<file path="src/rtl/sci_flag_pkg.sv">
package sci_flag_pkg;
    localparam int NFLAG = 5;
    localparam int NEN   = 4;

    // flag indices; status bit = index + (DATA_W - NFLAG)
    localparam int FL_IDL = 0;
    localparam int FL_RXF = 1;
    localparam int FL_OVR = 2;
    localparam int FL_TXC = 3;
    localparam int FL_TXE = 4;

    // enable indices in the control register
    localparam int EN_IDL = 0;
    localparam int EN_RX  = 1;
    localparam int EN_TXC = 2;
    localparam int EN_TXE = 3;

    typedef logic [NFLAG-1:0] flag_vec_t;
    typedef logic [NEN-1:0]   en_vec_t;

    localparam flag_vec_t RD_CLR_MASK = flag_vec_t'((1 << FL_IDL) | (1 << FL_RXF) | (1 << FL_OVR));
    localparam flag_vec_t WR_CLR_MASK = flag_vec_t'((1 << FL_TXC) | (1 << FL_TXE));
    localparam flag_vec_t FLAG_RESET  = flag_vec_t'((1 << FL_TXC) | (1 << FL_TXE));

    typedef struct packed {
        flag_vec_t flags;
        flag_vec_t arm;
    } bank_st_t;
endpackage

</file>
<file path="src/rtl/sci_flag_bank.sv">
module sci_flag_bank
    import sci_flag_pkg::*;
(
    input  logic      clk,
    input  logic      rst_n,
    input  flag_vec_t set_i,
    input  logic      stat_rd_i,
    input  logic      data_rd_i,
    input  logic      data_wr_i,
    output flag_vec_t flags_o
);
    bank_st_t st_d, st_q;
    flag_vec_t clr_mask;
    flag_vec_t clr;

    always_comb begin
        st_d     = st_q;
        clr_mask = (data_rd_i ? RD_CLR_MASK : '0) | (data_wr_i ? WR_CLR_MASK : '0);
        clr      = st_q.arm & clr_mask;
        // arming snapshots the flags visible during the status read
        if (stat_rd_i) begin
            st_d.arm = st_q.arm | st_q.flags;
        end
        st_d.arm   = st_d.arm & ~clr;
        // set wins over clear
        st_d.flags = (st_q.flags & ~clr) | set_i;
    end

    always_ff @(posedge clk or negedge rst_n) begin
        if (!rst_n) begin
            st_q.flags <= FLAG_RESET;
            st_q.arm   <= '0;
        end else begin
            st_q <= st_d;
        end
    end

    assign flags_o = st_q.flags;
endmodule

</file>
<file path="src/rtl/sci_irq_gate.sv">
module sci_irq_gate
    import sci_flag_pkg::*;
(
    input  logic      clk,
    input  logic      rst_n,
    input  flag_vec_t flags_i,
    input  en_vec_t   en_i,
    output logic      irq_o
);
    flag_vec_t gate;
    logic irq_d, irq_q;

    always_comb begin
        gate         = '0;
        gate[FL_TXE] = en_i[EN_TXE];
        gate[FL_TXC] = en_i[EN_TXC];
        gate[FL_OVR] = en_i[EN_RX];
        gate[FL_RXF] = en_i[EN_RX];
        gate[FL_IDL] = en_i[EN_IDL];
        irq_d        = |(flags_i & gate);
    end

    always_ff @(posedge clk or negedge rst_n) begin
        if (!rst_n) irq_q <= 1'b0;
        else        irq_q <= irq_d;
    end

    assign irq_o = irq_q;
endmodule

</file>
<file path="src/rtl/sci_flag_ctl.sv">
module sci_flag_ctl
    import sci_flag_pkg::*;
#(
    parameter int unsigned DATA_W = 8,
    parameter int unsigned ADDR_W = 2,
    parameter logic [ADDR_W-1:0] ADDR_STAT = ADDR_W'(0),
    parameter logic [ADDR_W-1:0] ADDR_CTL  = ADDR_W'(1),
    parameter logic [ADDR_W-1:0] ADDR_DATA = ADDR_W'(2)
) (
    input  logic              clk,
    input  logic              rst_n,
    input  logic              evt_tx_empty,
    input  logic              evt_tx_done,
    input  logic              evt_overrun,
    input  logic              evt_rx_full,
    input  logic              evt_idle,
    input  logic [ADDR_W-1:0] bus_addr,
    input  logic              bus_rd,
    input  logic              bus_wr,
    input  logic [DATA_W-1:0] bus_wdata,
    output logic [DATA_W-1:0] bus_rdata,
    input  logic [DATA_W-1:0] rx_byte,
    output logic [DATA_W-1:0] tx_byte,
    output logic              tx_load,
    output logic              irq
);
    localparam int unsigned FLAG_LSB = DATA_W - NFLAG;
    localparam int unsigned CTL_PAD  = DATA_W - NEN;

    flag_vec_t set_vec;
    flag_vec_t flags_w;
    en_vec_t   en_d, en_q;
    logic stat_rd, ctl_wr, data_rd, data_wr;

    always_comb begin
        set_vec         = '0;
        set_vec[FL_TXE] = evt_tx_empty;
        set_vec[FL_TXC] = evt_tx_done;
        set_vec[FL_OVR] = evt_overrun;
        set_vec[FL_RXF] = evt_rx_full;
        set_vec[FL_IDL] = evt_idle;

        stat_rd = bus_rd && (bus_addr == ADDR_STAT);
        ctl_wr  = bus_wr && (bus_addr == ADDR_CTL);
        data_rd = bus_rd && (bus_addr == ADDR_DATA);
        data_wr = bus_wr && (bus_addr == ADDR_DATA);

        en_d = ctl_wr ? bus_wdata[NEN-1:0] : en_q;

        unique case (bus_addr)
            ADDR_STAT: bus_rdata = {flags_w, {FLAG_LSB{1'b0}}};
            ADDR_CTL:  bus_rdata = {{CTL_PAD{1'b0}}, en_q};
            ADDR_DATA: bus_rdata = rx_byte;
            default:   bus_rdata = '0;
        endcase
    end

    always_ff @(posedge clk or negedge rst_n) begin
        if (!rst_n) en_q <= '0;
        else        en_q <= en_d;
    end

    assign tx_byte = bus_wdata;
    assign tx_load = data_wr;

    sci_flag_bank u_bank (
        .clk       (clk),
        .rst_n     (rst_n),
        .set_i     (set_vec),
        .stat_rd_i (stat_rd),
        .data_rd_i (data_rd),
        .data_wr_i (data_wr),
        .flags_o   (flags_w)
    );

    sci_irq_gate u_gate (
        .clk     (clk),
        .rst_n   (rst_n),
        .flags_i (flags_w),
        .en_i    (en_q),
        .irq_o   (irq)
    );
endmodule

</file>
<file path="config.mk">
export PLATFORM = sky130hd
export DESIGN_NAME = sci_flag_ctl
export DESIGN_NICKNAME = d
export VERILOG_FILES = /design/src/rtl/sci_flag_pkg.sv /design/src/rtl/sci_flag_bank.sv /design/src/rtl/sci_irq_gate.sv /design/src/rtl/sci_flag_ctl.sv
export SDC_FILE = /design/constraint.sdc
export NUM_CORES = 1
export LEC_CHECK = 0
export CAP_MARGIN = 10
export CORE_AREA = 2 2 67 44
export CTS_CLUSTER_DIAMETER = 100
export DETAILED_ROUTE_END_ITERATION = 10
export DIE_AREA = 0 0 69 46
export DONT_BUFFER_PORTS = 1
export HOLD_SLACK_MARGIN = 0.03
export RECOVER_POWER = 50
export SLEW_MARGIN = 30
export SYNTH_ARGS = -nofsm -noshare
export SYNTH_HDL_FRONTEND = slang
export SYNTH_SLANG_ARGS = --single-unit
</file>
<file path="constraint.sdc">
create_clock -name clk -period 1.4 [get_ports clk]
set_input_delay 0.07 -clock clk [delete_from_list [all_inputs] [get_ports clk]]
set_output_delay 0.07 -clock clk [all_outputs]
set_load 0.02 [all_outputs]
</file>
; After elaboration in Yosys (flattened, before gate mapping)
; Cells that the tools add are included.
[word_totals]
regBits = 15
in_bits = 27
output_inout_bits = 18
wordCells = 24
[classes]
eq_ne = 2
mux = 4
bitwise_logic = 8
reduce_logical = 6
[op_table]
columns = op, n
row1 = $pmux W8 S3, 1
row2 = $and A5 B5 Y5, 4
row3 = $or A5 B5 Y5, 3
row4 = $mux W5, 2
row5 = $not A5 Y5, 1
row6 = $reduce_or A5 Y1, 1
row7 = $logic_and A1 B1 Y1, 4
row8 = $mux W3, 1
row9 = $eq A2 B1 Y1 const B, 1
row10 = $eq A2 B2 Y1 const B, 1
row11 = $logic_not A2 Y1, 1

; Logic depth before layout (Yosys ltp)
; Gate-level depths: netlist (run 1).
[logic_depth]
ltp_word = 8
mapped_depth = 4
ltp_nobuf = 2

; By module
; A second synthesis (run 1) with hierarchy kept.
[unflattened]
cells_unflattened = 76
hier_area_um2 = 863.3
[by_module_without_submodules]
columns = mod, instances, cells_each, area_each_um2, seq_area_each_um2
row1 = sci_flag_bank, 1, 35, 415.4, 252.7
row2 = sci_flag_ctl, 1, 37, 404.1, 100.1
row3 = sci_irq_gate, 1, 4, 43.8, 25.0

; Least setup slack after synthesis (run 1)
; OpenSTA, ideal clock, no wires.
[synth_timing]
path_kind = register -> output
start = reg u_bank.st_q (netlist bit u_bank.flags_o[3])
end = out bus_rdata[6]
arrival_ps = 870
required_ps = 1330
setup_slack_ps = 460
stages_incl_launch_ff = 3
n_path_buf = 0
cell_sequence = dfstp_2 > mux2i_1 > nor2_1
[synth_via]
elab_chain_cells = 1
[synth_lines]
columns = item, line
row1 = "start, declared", sci_flag_bank.sv:12  ; bank_st_t st_d, st_q;
row2 = "start signal, assigned", sci_flag_bank.sv:34  ; st_q <= st_d;
row3 = $pmux W8 S3, sci_flag_ctl.sv:50  ; unique case (bus_addr)
row4 = "end, declared", sci_flag_ctl.sv:21  ; output logic [DATA_W-1:0] bus_rdata,
; Every way passes these cells.

==> results.yml, run 1 <==
finish:
  syn_to_final_growth_pct: 18.05
  drive_above_1_share: 0.1176
  final_cells: 119
  nets: 113
  diodes: 0
timing:
  setup-tns-final_ns: 0
  final-setup-viol-count: 0
  layout_setup_ws_ns: 0.02435
  fin_crit_sh: 0.9826
  fmax_mhz: 726.9
  timing.hold.ws_ns: 0.02684
  drv_slew: 0
  worst_pin_slew_ns: 0.6748
  skew_ns: 0.001963
  period_needed_ns: 1.376
  hold_violations: 0
  rsz0062_at_grt: "no"
  slew_headroom: 0.5486
floorplanning:
  fp.coreArea_mm2: 0.002628
  ios: 45
  num_rows: 15
  die_w_um: 69
  die_h_um: 46
  dieArea_mm2: 0.003174
  start_util: 0.3324
cts:
  numCtsBuffers: 3
  cts_tree: "done"
  clkLatencyLatePin_ns: 0.25
  postCtsSetupBuffers: 0
  root_buffer: "clkbuf_8"
  h-tree-depth: 1
  clk_path_buf_depth: 2
  post_cts_resized: 0
  clock_sinks: 15
  path_clk_slew_ns: 0.06
hold_path:
  hold_path.startpoint: "bus_addr[1]"
  min_path_cells: 2
  hold_class: "in -> reg"
  whs_endpoint: "u_bank.st_q[4]$_DFF_PN0_"
route:
  ant_nets: 0
  routed_wl_um: 2025
  wl_per_cell_um: 17.02
  route.detailed.drc: 0
  first_pass_iters: 4
  vias: 609
  viasPerCell: 5.118
  drt_iter0_drc: 23
logic_synthesis:
  synth_seq_cells: 15
  avgSynthCellArea_um2: 11.49
  ys_seq_area_frac: 0.4327
  synth_fp_nets: 103
  yosys_warnings: 0
  synthDistinctLibCells: 25
  syn_area_um2: 873.3
  syn_inst: 76
grt:
  grt_pass1_wl_um: 3132
  grt_pass1_vias: 613
  grt_usage: 0.1348
  grt_max_degree: 21
  overflow: 0
  antenna_found_initial: 0
worst_setup_path:
  rr_endpoint: "u_bank.flags_o[1]$_DFF_PN0_"
  start_kind: "register"
  worstPathArrival_ns: 1.50
  reg2reg_slack_ns: 0.02
  path_max_fanout: 2
  end_kind: "register"
  r2r_cells: 3
  r2r_start: "u_bank.st_q[1]$_DFF_PN0_"
  cp.required_ns: 1.53
  path_class: "reg -> reg"
power_and_ir_drop:
  p_total_uw: 1084
  power.density_mw_per_mm2: 1051
  vdd_drop_max_v: 0.0005754
  p_leak_uw: 0.0004148
place:
  hpwlAfterDp_um: 1349
  dpl.cell_count: 99
  io_buffers: 0
  pre_cts_slack_ns: 0.4123
  gp_congestion: 0.7468
job:
  maxCapViolCount: 0
status:
  status: "complete, no violations"
-- cell type report --
| type | count | area, um^2 |
|---|---|---|
| Clock buffer | 4 | 45.04 |
| Fill cell | 278 | 1597 |
| Inverter | 2 | 7.507 |
| Multi-Input combinational cell | 48 | 397.9 |
| Sequential cell | 15 | 377.9 |
| Tap cell | 34 | 42.54 |
| Timing Repair Buffer | 16 | 160.2 |
-- registers in the layout, indices dropped and copies added, names as in the netlist --
register        count
en_q                4
u_gate.irq_o        1
u_bank.flags_o      5
u_bank.st_q         5
-- synthesized netlist by cell type --
cell type / count / area share
buf_6: 2 / 0.026
dfrtp_1: 13 / 0.37
nand2b_1: 2 / 0.014
nand2_1: 1 / 0.0043
buf_4: 9 / 0.077
nand4bb_1: 2 / 0.026
a22o_1: 3 / 0.030
mux2i_1: 5 / 0.057
and3b_1: 3 / 0.030
nand4b_1: 5 / 0.050
o21ai_0: 1 / 0.0057
nor2b_1: 2 / 0.014
and2_1: 1 / 0.0072
a21o_1: 5 / 0.043
nor2_1: 4 / 0.017
inv_1: 2 / 0.0086
dfstp_2: 2 / 0.060
nand3b_1: 1 / 0.0086
and2b_1: 1 / 0.0086
a222oi_1: 1 / 0.011
o2bb2ai_1: 1 / 0.010
nand3b_4: 1 / 0.023
mux2_2: 4 / 0.052
o21a_1: 3 / 0.026
o211ai_1: 2 / 0.017
-- logic make-up after synthesis --
logic type | Yosys count | share of synthesized area
buffers and inverters | 13 | 0.1117
multiplexers | 9 | 0.1089
AO/OA/AOI/OAI | 16 | 0.1433
AND/OR/NAND/NOR | 23 | 0.2034
flip-flops | 15 | 0.4327
-- cells in the final DEF, fill, tap and decap left out, types with 2 or more instances in the layout --
master / count
nand2b_1: 2
o21a_1: 3
inv_1: 2
and3b_1: 3
dfstp_2: 2
nand4bb_1: 2
nor2_1: 4
dlygate4sd3_1: 16
nand4b_1: 5
clkbuf_8: 3
dfrtp_1: 13
mux2i_1: 5
a21o_1: 5
mux2_2: 4
nor2b_1: 2
a22o_1: 3
o211ai_1: 2
-- routing by layer --
| metal | track usage | vias up | routed length (um) |
|---|---|---|---|
| met1 | 0.1658 | 295 | 1017 |
| met3 | 0.06416 | 2 | 146 |
| li1 | - | 289 | - |
| met4 | 0.02353 | 0 | 10 |
| met2 | 0.2231 | 23 | 851 |
| met5 | 0 | - | 0 |
-- through the flow --
step,utilization,area (um^2)
after floorplan,-,873.3
after global placement,0.3143,825.8
after detailed placement,0.3143,825.8
after CTS,0.3924,1031
after global routing,0.3924,1031
final,0.3924,1031
-- power by group --
group | total, uW | leakage, uW | switching, uW | internal (uW)
clock network | 355 | 0.0000228 | 153 | 202
logic | 188 | 0.000233 | 83.5 | 105
registers | 541 | 0.000159 | 51.8 | 489
-- critical path: stages (launching register included) --
cell and delay, ns:
dfrtp_1 0.37, nand4b_1 0.13, a21o_1 0.19, dlygate4sd3_1 0.57
-- worst max path at each step --
stage,start,to,slack (ns),cells past startpoint
after floorplan,u_bank.flags_o[3]$_DFF_PN1_,bus_rdata[6],0.46,2
after global placement,u_bank.flags_o[3]$_DFF_PN1_,bus_rdata[6],0.42,2
after detailed placement,u_bank.flags_o[3]$_DFF_PN1_,bus_rdata[6],0.41,2
after CTS,u_bank.st_q[2]$_DFF_PN0_,u_bank.flags_o[2]$_DFF_PN0_,0.12,3
after global routing,u_bank.st_q[1]$_DFF_PN0_,u_bank.flags_o[1]$_DFF_PN0_,0.008,3
final,u_bank.st_q[1]$_DFF_PN0_,u_bank.flags_o[1]$_DFF_PN0_,0.02,3
-- what timing repair did --
action                     4_1_cts  5_1_grt
setup endpoints to repair        0        1
hold endpoints to repair        25        0
hold buffers                    16        0
No activity file was read; power rests on OpenSTA's default activity.
==> run 2: changes to the inputs <==
- BUFFER_PORTS_ARGS: default -> -buffer_cell sky130_fd_sc_hd__buf_2
- DONT_BUFFER_PORTS: 1 -> default
- TNS_END_PERCENT: default -> 20
==> run 2 against run 1 <==
Compared with the run above:
- clock skew is 0.0016 ns lower
- sequential cell count stayed put
- global-route usage up 0.15 points
- sequential share of layout area decreased by 2.4 points
- non-clock buffer count increased by 26
- combinational power up 35%
- design area grew 7.2%
- setup slack better by 0.15 ns
- hold slack improved by 0.045 ns
- die area stayed put
- via count rose by 14%
- fmax is 12% higher
- critical path type is now reg -> out
- largest power group unchanged
- highest routed layer unchanged
==> results.yml, run 2 (same netlist as run 1, synthesis figures left out) <==
timing:
  slew_headroom: 0.4432
  drv_slew: 0
  fin_crit_sh: 0.8774
  hold_violations: 0
  worst_pin_slew_ns: 0.8352
  fmax_mhz: 814.1
  final-setup-viol-count: 0
  period_needed_ns: 1.228
  skew_ns: 0.0003690
  rsz0062_at_grt: "no"
  setup-tns-final_ns: 0
worst_setup_path:
  rr_endpoint: "u_gate.irq_o$_DFF_PN0_"
  r2r_cells: 2
  start_kind: "register"
  cp.required_ns: 1.33
  r2r_start: "en_q[2]$_DFFE_PN0P_"
  path_max_fanout: 4
  cp_slowest_stage_delay_ns: 0.58
  end_kind: "output pin"
  crit_chain: "mux2i_1, nor2_1, buf_2"
  critical_path.slowest_cell: "dfstp_1"
  path_class: "reg -> out"
  reg2reg_slack_ns: 0.42
  worstPathArrival_ns: 1.16
power_and_ir_drop:
  power.density_mw_per_mm2: 1019
  switching_power_uw: 311.1
  combPwrFrac: 0.226
  p_total_uw: 1126
  p_leak_uw: 0.0005148
  swShare: 0.2764
  power_frac_clock: 0.304
  seq_power_share: 0.470
  vdd_drop_max_v: 0.0005080
  intPower_uw: 814.4
finish:
  nets: 139
  fin_util: 0.4205
  drive_above_1_share: 0.3604
  layout_common_cells: "buf_2, dfrtp_1, clkbuf_1, dlygate4sd3_1"
  final_cells: 145
  fillers: 281
  syn_to_final_growth_pct: 26.50
  design_area_mm2: 0.001105
  final_common_cell: "buf_2"
  diodes: 0
floorplanning:
  fp.coreArea_mm2: 0.002628
  ios: 45
  die_h_um: 46
  dieArea_mm2: 0.003174
  start_util: 0.3324
  num_rows: 15
  die_w_um: 69
route:
  viasPerCell: 4.807
  routed_wl_um: 1967
  route.detailed.drc: 0
  ant_nets: 0
  vias: 697
  first_pass_iters: 4
  wl_per_cell_um: 13.57
  drt_iter0_drc: 27
hold_path:
  hold_class: "in -> reg"
  hold_path.startpoint: "bus_wdata[2]"
  whs_endpoint: "en_q[2]$_DFFE_PN0P_"
  min_path_cells: 2
grt:
  antenna_found_initial: 0
  grt_usage: 0.1364
  overflow: 0
  grt_max_degree: 21
  grt_pass1_wl_um: 3180
  grt_pass1_vias: 660
place:
  gp_congestion: 0.7693
  hpwlAfterDp_um: 1488
  dpl.cell_count: 135
  placedInstanceArea_mm2: 0.001006
  io_buffers: 36
cts:
  clk_path_buf_depth: 2
  h-tree-depth: 1
  clock_sinks: 15
  clkLatencyLatePin_ns: 0.24
  root_buffer: "clkbuf_8"
  post_cts_resized: 0
  path_clk_slew_ns: 0.06
  numCtsBuffers: 3
  cts_tree: "done"
  postCtsSetupBuffers: 0
job:
  maxCapViolCount: 0
status:
  status: "complete, no violations"
run 2: power by group through the flow:
stage / Clock [uW] / Combinational (uW) / Sequential (uW)
6_report: 343 / 254 / 529
5_1_grt: 384 / 278 / 536
4_1_cts: 356 / 260 / 530
3_5_place_dp: 0 / 247 / 538
3_3_place_gp: 0 / 241 / 536
2_1_floorplan: 0 / 181 / 528
run 2: final cells by class:
| class | count | area, um^2 | share of cell area |
|---|---|---|---|
| Tap cell | 34 | 42.54 | 0.03851 |
| Sequential cell | 15 | 377.9 | 0.3420 |
| Multi-Input combinational cell | 48 | 397.9 | 0.3601 |
| Timing Repair Buffer | 42 | 234.0 | 0.2118 |
| Clock buffer | 4 | 45.04 | 0.04077 |
| Inverter | 2 | 7.507 | 0.006795 |
run 2: how the worst max path moves through the flow:
stage	from	to	slack, ns	cells after the start
2_1_floorplan	u_bank.flags_o[3]$_DFF_PN1_	bus_rdata[6]	0.46	2
3_3_place_gp	bus_addr[0]	bus_rdata[2]	0.34	4
3_5_place_dp	bus_addr[0]	bus_rdata[2]	0.31	4
4_1_cts	u_bank.flags_o[3]$_DFF_PN1_	bus_rdata[6]	0.18	3
5_1_grt	u_bank.flags_o[4]$_DFF_PN1_	bus_rdata[7]	0.09	3
6_report	u_bank.flags_o[4]$_DFF_PN1_	bus_rdata[7]	0.17	3
run 2: critical path, delay by kind of cell, from the launching register on:
| kind | cells | cell delay, ns |
|---|---|---|
| buf+inv | 1 | 0.16 |
| flops | 1 | 0.58 |
| mux | 1 | 0.09 |
| simple gates | 1 | 0.08 |
run 2: repair_timing:
| item | in CTS | in global routing |
|---|---|---|
| endpoints found under the setup margin | 0 | 0 |
| endpoints found under the hold margin | 20 | 0 |
| hold buffers | 6 | 0 |
run 2: per-layer routing:
layer  vias up  global-route usage  part of all wire
met3         2             0.06195             0.071
met5         -                   0                 0
met2        25              0.1962              0.41
met1       327              0.1903              0.51
li1        343                   -                 -
met4         0             0.02353            0.0041
run 2: per-stage QoR:
stage	hold slack, ns	worst slack [ns]
detailed placement	0.001305	0.3122
finish	0.07211	0.1717
CTS	0.06855	0.1831
floorplan	-0.2256	0.4597
global placement	-0.007532	0.3359
global route	0.07115	0.09110
==> run 3: changes to the inputs <==
- CORE_AREA: 2 2 67 44 -> 2 2 67 43
- DIE_AREA: 0 0 69 46 -> 0 0 69 45
- RECOVER_POWER: 50 -> default
- SYNTH_HIERARCHICAL: default -> 1
==> run 3 against run 2 <==
Compared with the run above:
- sequential power grew 2%
- non-clock buffer count grew 1
- fmax is 0.14% higher
- synthesized cell count did not move
- die area decreased by 2.2%
- setup slack gained 0.0017 ns
- first-iteration DRC count shrank 63%
- cell count down 3.4%
- via count shrank 6.2%
- sequential share of layout area increased by 0.91 points
- critical path depth is the same
- design area shrank 2.6%
- critical endpoint is now bus_rdata[6]
- largest power group unchanged
==> results.yml, run 3 <==
hold_path:
  hold_class: "in -> reg"
timing:
  period_needed_ns: 1.227
  skew_ns: 0.0005225
  fmax_mhz: 815.3
  worst_pin_slew_ns: 0.3824
  fin_crit_sh: 0.8761
  rsz0062_at_grt: "no"
  drv_slew: 0
  final-setup-viol-count: 0
  setup-tns-final_ns: 0
  hold_violations: 0
  slew_headroom: 0.7450
  layout_setup_ws_ns: 0.1734
logic_synthesis:
  async_reset_ff_frac: 1.000
  synth_top_area_cell: "dfrtp_1"
  ys_seq_area_frac: 0.4377
  synth_fp_nets: 103
  yosys_warnings: 6
  syn_area_um2: 863.3
  synth_top_area_frac: 0.3768
  ys.flop_type: "dfrtp_1"
  avgSynthCellArea_um2: 11.36
  synth_seq_cells: 15
  syn_inst: 76
  netlist_top_cells_count: "buf_4, dfrtp_1, nand2_1"
  yosys-top-cells-area: "dfrtp_1, mux2i_1, buf_4, mux2_4, dfstp_2"
  synthDistinctLibCells: 19
  synth_edf_count: 0
worst_setup_path:
  reg2reg_slack_ns: 0.38
  path_max_fanout: 4
  worstPathArrival_ns: 1.16
  cp.required_ns: 1.33
  r2r_cells: 2
  end_kind: "output pin"
  cp-startpoint: "u_bank/flags_o[3]$_DFF_PN1_"
  r2r_start: "en_q[2]$_DFFE_PN0P_"
  start_kind: "register"
  path_class: "reg -> out"
  endpoint: "bus_rdata[6]"
  rr_endpoint: "u_gate/irq_o$_DFF_PN0_"
route:
  routed_wl_um: 1805
  ant_nets: 0
  route.detailed.drc: 0
  vias: 654
  viasPerCell: 4.671
  drt_iter0_drc: 10
  wl_per_cell_um: 12.89
  first_pass_iters: 4
finish:
  fin_util: 0.4388
  multi_input_comb_area_um2: 365.4
  nets: 136
  final_common_cell: "buf_2"
  diodes: 0
  syn_to_final_growth_pct: 24.64
  final_cells: 140
  layout_common_cells: "buf_2, dfrtp_1, nand2_1"
  regArea_um2: 377.9
  fillers: 244
  drive_above_1_share: 0.4630
power_and_ir_drop:
  p_leak_uw: 0.0005407
  p_total_uw: 1142
  seq_power_share: 0.474
  swShare: 0.2711
  combPwrFrac: 0.225
  power.density_mw_per_mm2: 1061
  vdd_drop_max_v: 0.0005668
  power_frac_clock: 0.301
  intPower_uw: 832.0
  switching_power_uw: 309.5
cts:
  clock_sinks: 15
  clkLatencyLatePin_ns: 0.24
  clk_path_buf_depth: 2
  cts_tree: "done"
  numCtsBuffers: 3
  h-tree-depth: 1
  root_buffer: "clkbuf_8"
  post_cts_resized: 0
  path_clk_slew_ns: 0.06
floorplanning:
  fp.coreArea_mm2: 0.002452
  ios: 45
  die_h_um: 45
  die_w_um: 69
  num_rows: 14
  start_util: 0.3520
  dieArea_mm2: 0.003105
place:
  hpwlAfterDp_um: 1455
  dpl.cell_count: 130
  io_buffers: 36
  pre_cts_slack_ns: 0.2690
  gp_congestion: 0.7715
grt:
  grt_pass1_vias: 580
  grt_usage: 0.1178
  grt_max_degree: 16
  antenna_found_initial: 0
  overflow: 0
  grt_pass1_wl_um: 2794
job:
  maxCapViolCount: 0
status:
  status: "complete, no violations"
run 3: cell types whose count changed in the layout (fill, tap and decap cells not counted), sizes merged, moves of 3 or more:
cell    delta
buf        +6
clkbuf     -5
mux2i      +5
nand2     +10
nand4b     -5
o21a       -3
run 3: worst min path at each step:
stage	from	endpoint	slack [ns]	cells past startpoint
final	bus_wdata[1]	en_q[1]$_DFFE_PN0P_	0.07	2
after global placement	rst_n	u_bank/flags_o[1]$_DFF_PN0_	-0.01	1
after floorplan	rst_n	en_q[0]$_DFFE_PN0P_	-0.23	0
after detailed placement	rst_n	u_bank/st_q[1]$_DFF_PN0_	-0.004	1
after CTS	bus_wdata[1]	en_q[1]$_DFFE_PN0P_	0.07	2
after global routing	bus_wdata[1]	en_q[1]$_DFFE_PN0P_	0.07	2
run 3: timing repair:
action	4_1_cts	5_1_grt
endpoints found under the hold margin	20	0
hold buffers	6	0
setup buffers	0	0
run 3: power by group through the flow:
stage          combinational [uW]  clock, uW  sequential (uW)
2_1_floorplan                 196          0              539
3_3_place_gp                  243          0              545
3_5_place_dp                  246          0              549
4_1_cts                       260        352              541
5_1_grt                       278        380              547
6_report                      257        343              541
run 3: layout make-up:
type | count | area share
clock buffers | 4 | 0.04186
multi-input cells | 46 | 0.3395
flip-flops and latches | 15 | 0.3512
well taps | 32 | 0.03721
repair buffers | 43 | 0.2302
run 3: metrics by stage:
stage / area (um^2) / hold slack [ns]
floorplan: 863.3 / -0.2256
global placement: 970.9 / -0.01006
detailed placement: 970.9 / -0.004113
CTS: 1076 / 0.06912
global route: 1076 / 0.06991
finish: 1076 / 0.06992
run 3: routing by layer:
metal / part of all wire / GRT usage / vias up / routed length [um]
li1: - / - / 314 / -
met1: 0.49 / 0.1604 / 302 / 890
met2: 0.40 / 0.1712 / 30 / 731
met3: 0.080 / 0.04688 / 8 / 144
met4: 0.022 / 0.04314 / 0 / 39
met5: 0 / 0 / - / 0
run 3: logic make-up (layout without fill, tap and decap cells):
family | count (synthesis) | after routing | share of synthesized area
AO/OA/AOI/OAI | 11 | 11 | 0.1015
buffers and inverters | 15 | 47 | 0.1391
flip-flops | 15 | 15 | 0.4377
multiplexers | 14 | 14 | 0.1855
AND/OR/NAND/NOR | 21 | 21 | 0.1362
run 3: worst max-delay path, cell delays in order, from the launching register on:
cell,delay [ns]
dfstp_2,0.56
mux2i_1,0.07
nor2_1,0.11
buf_2,0.18
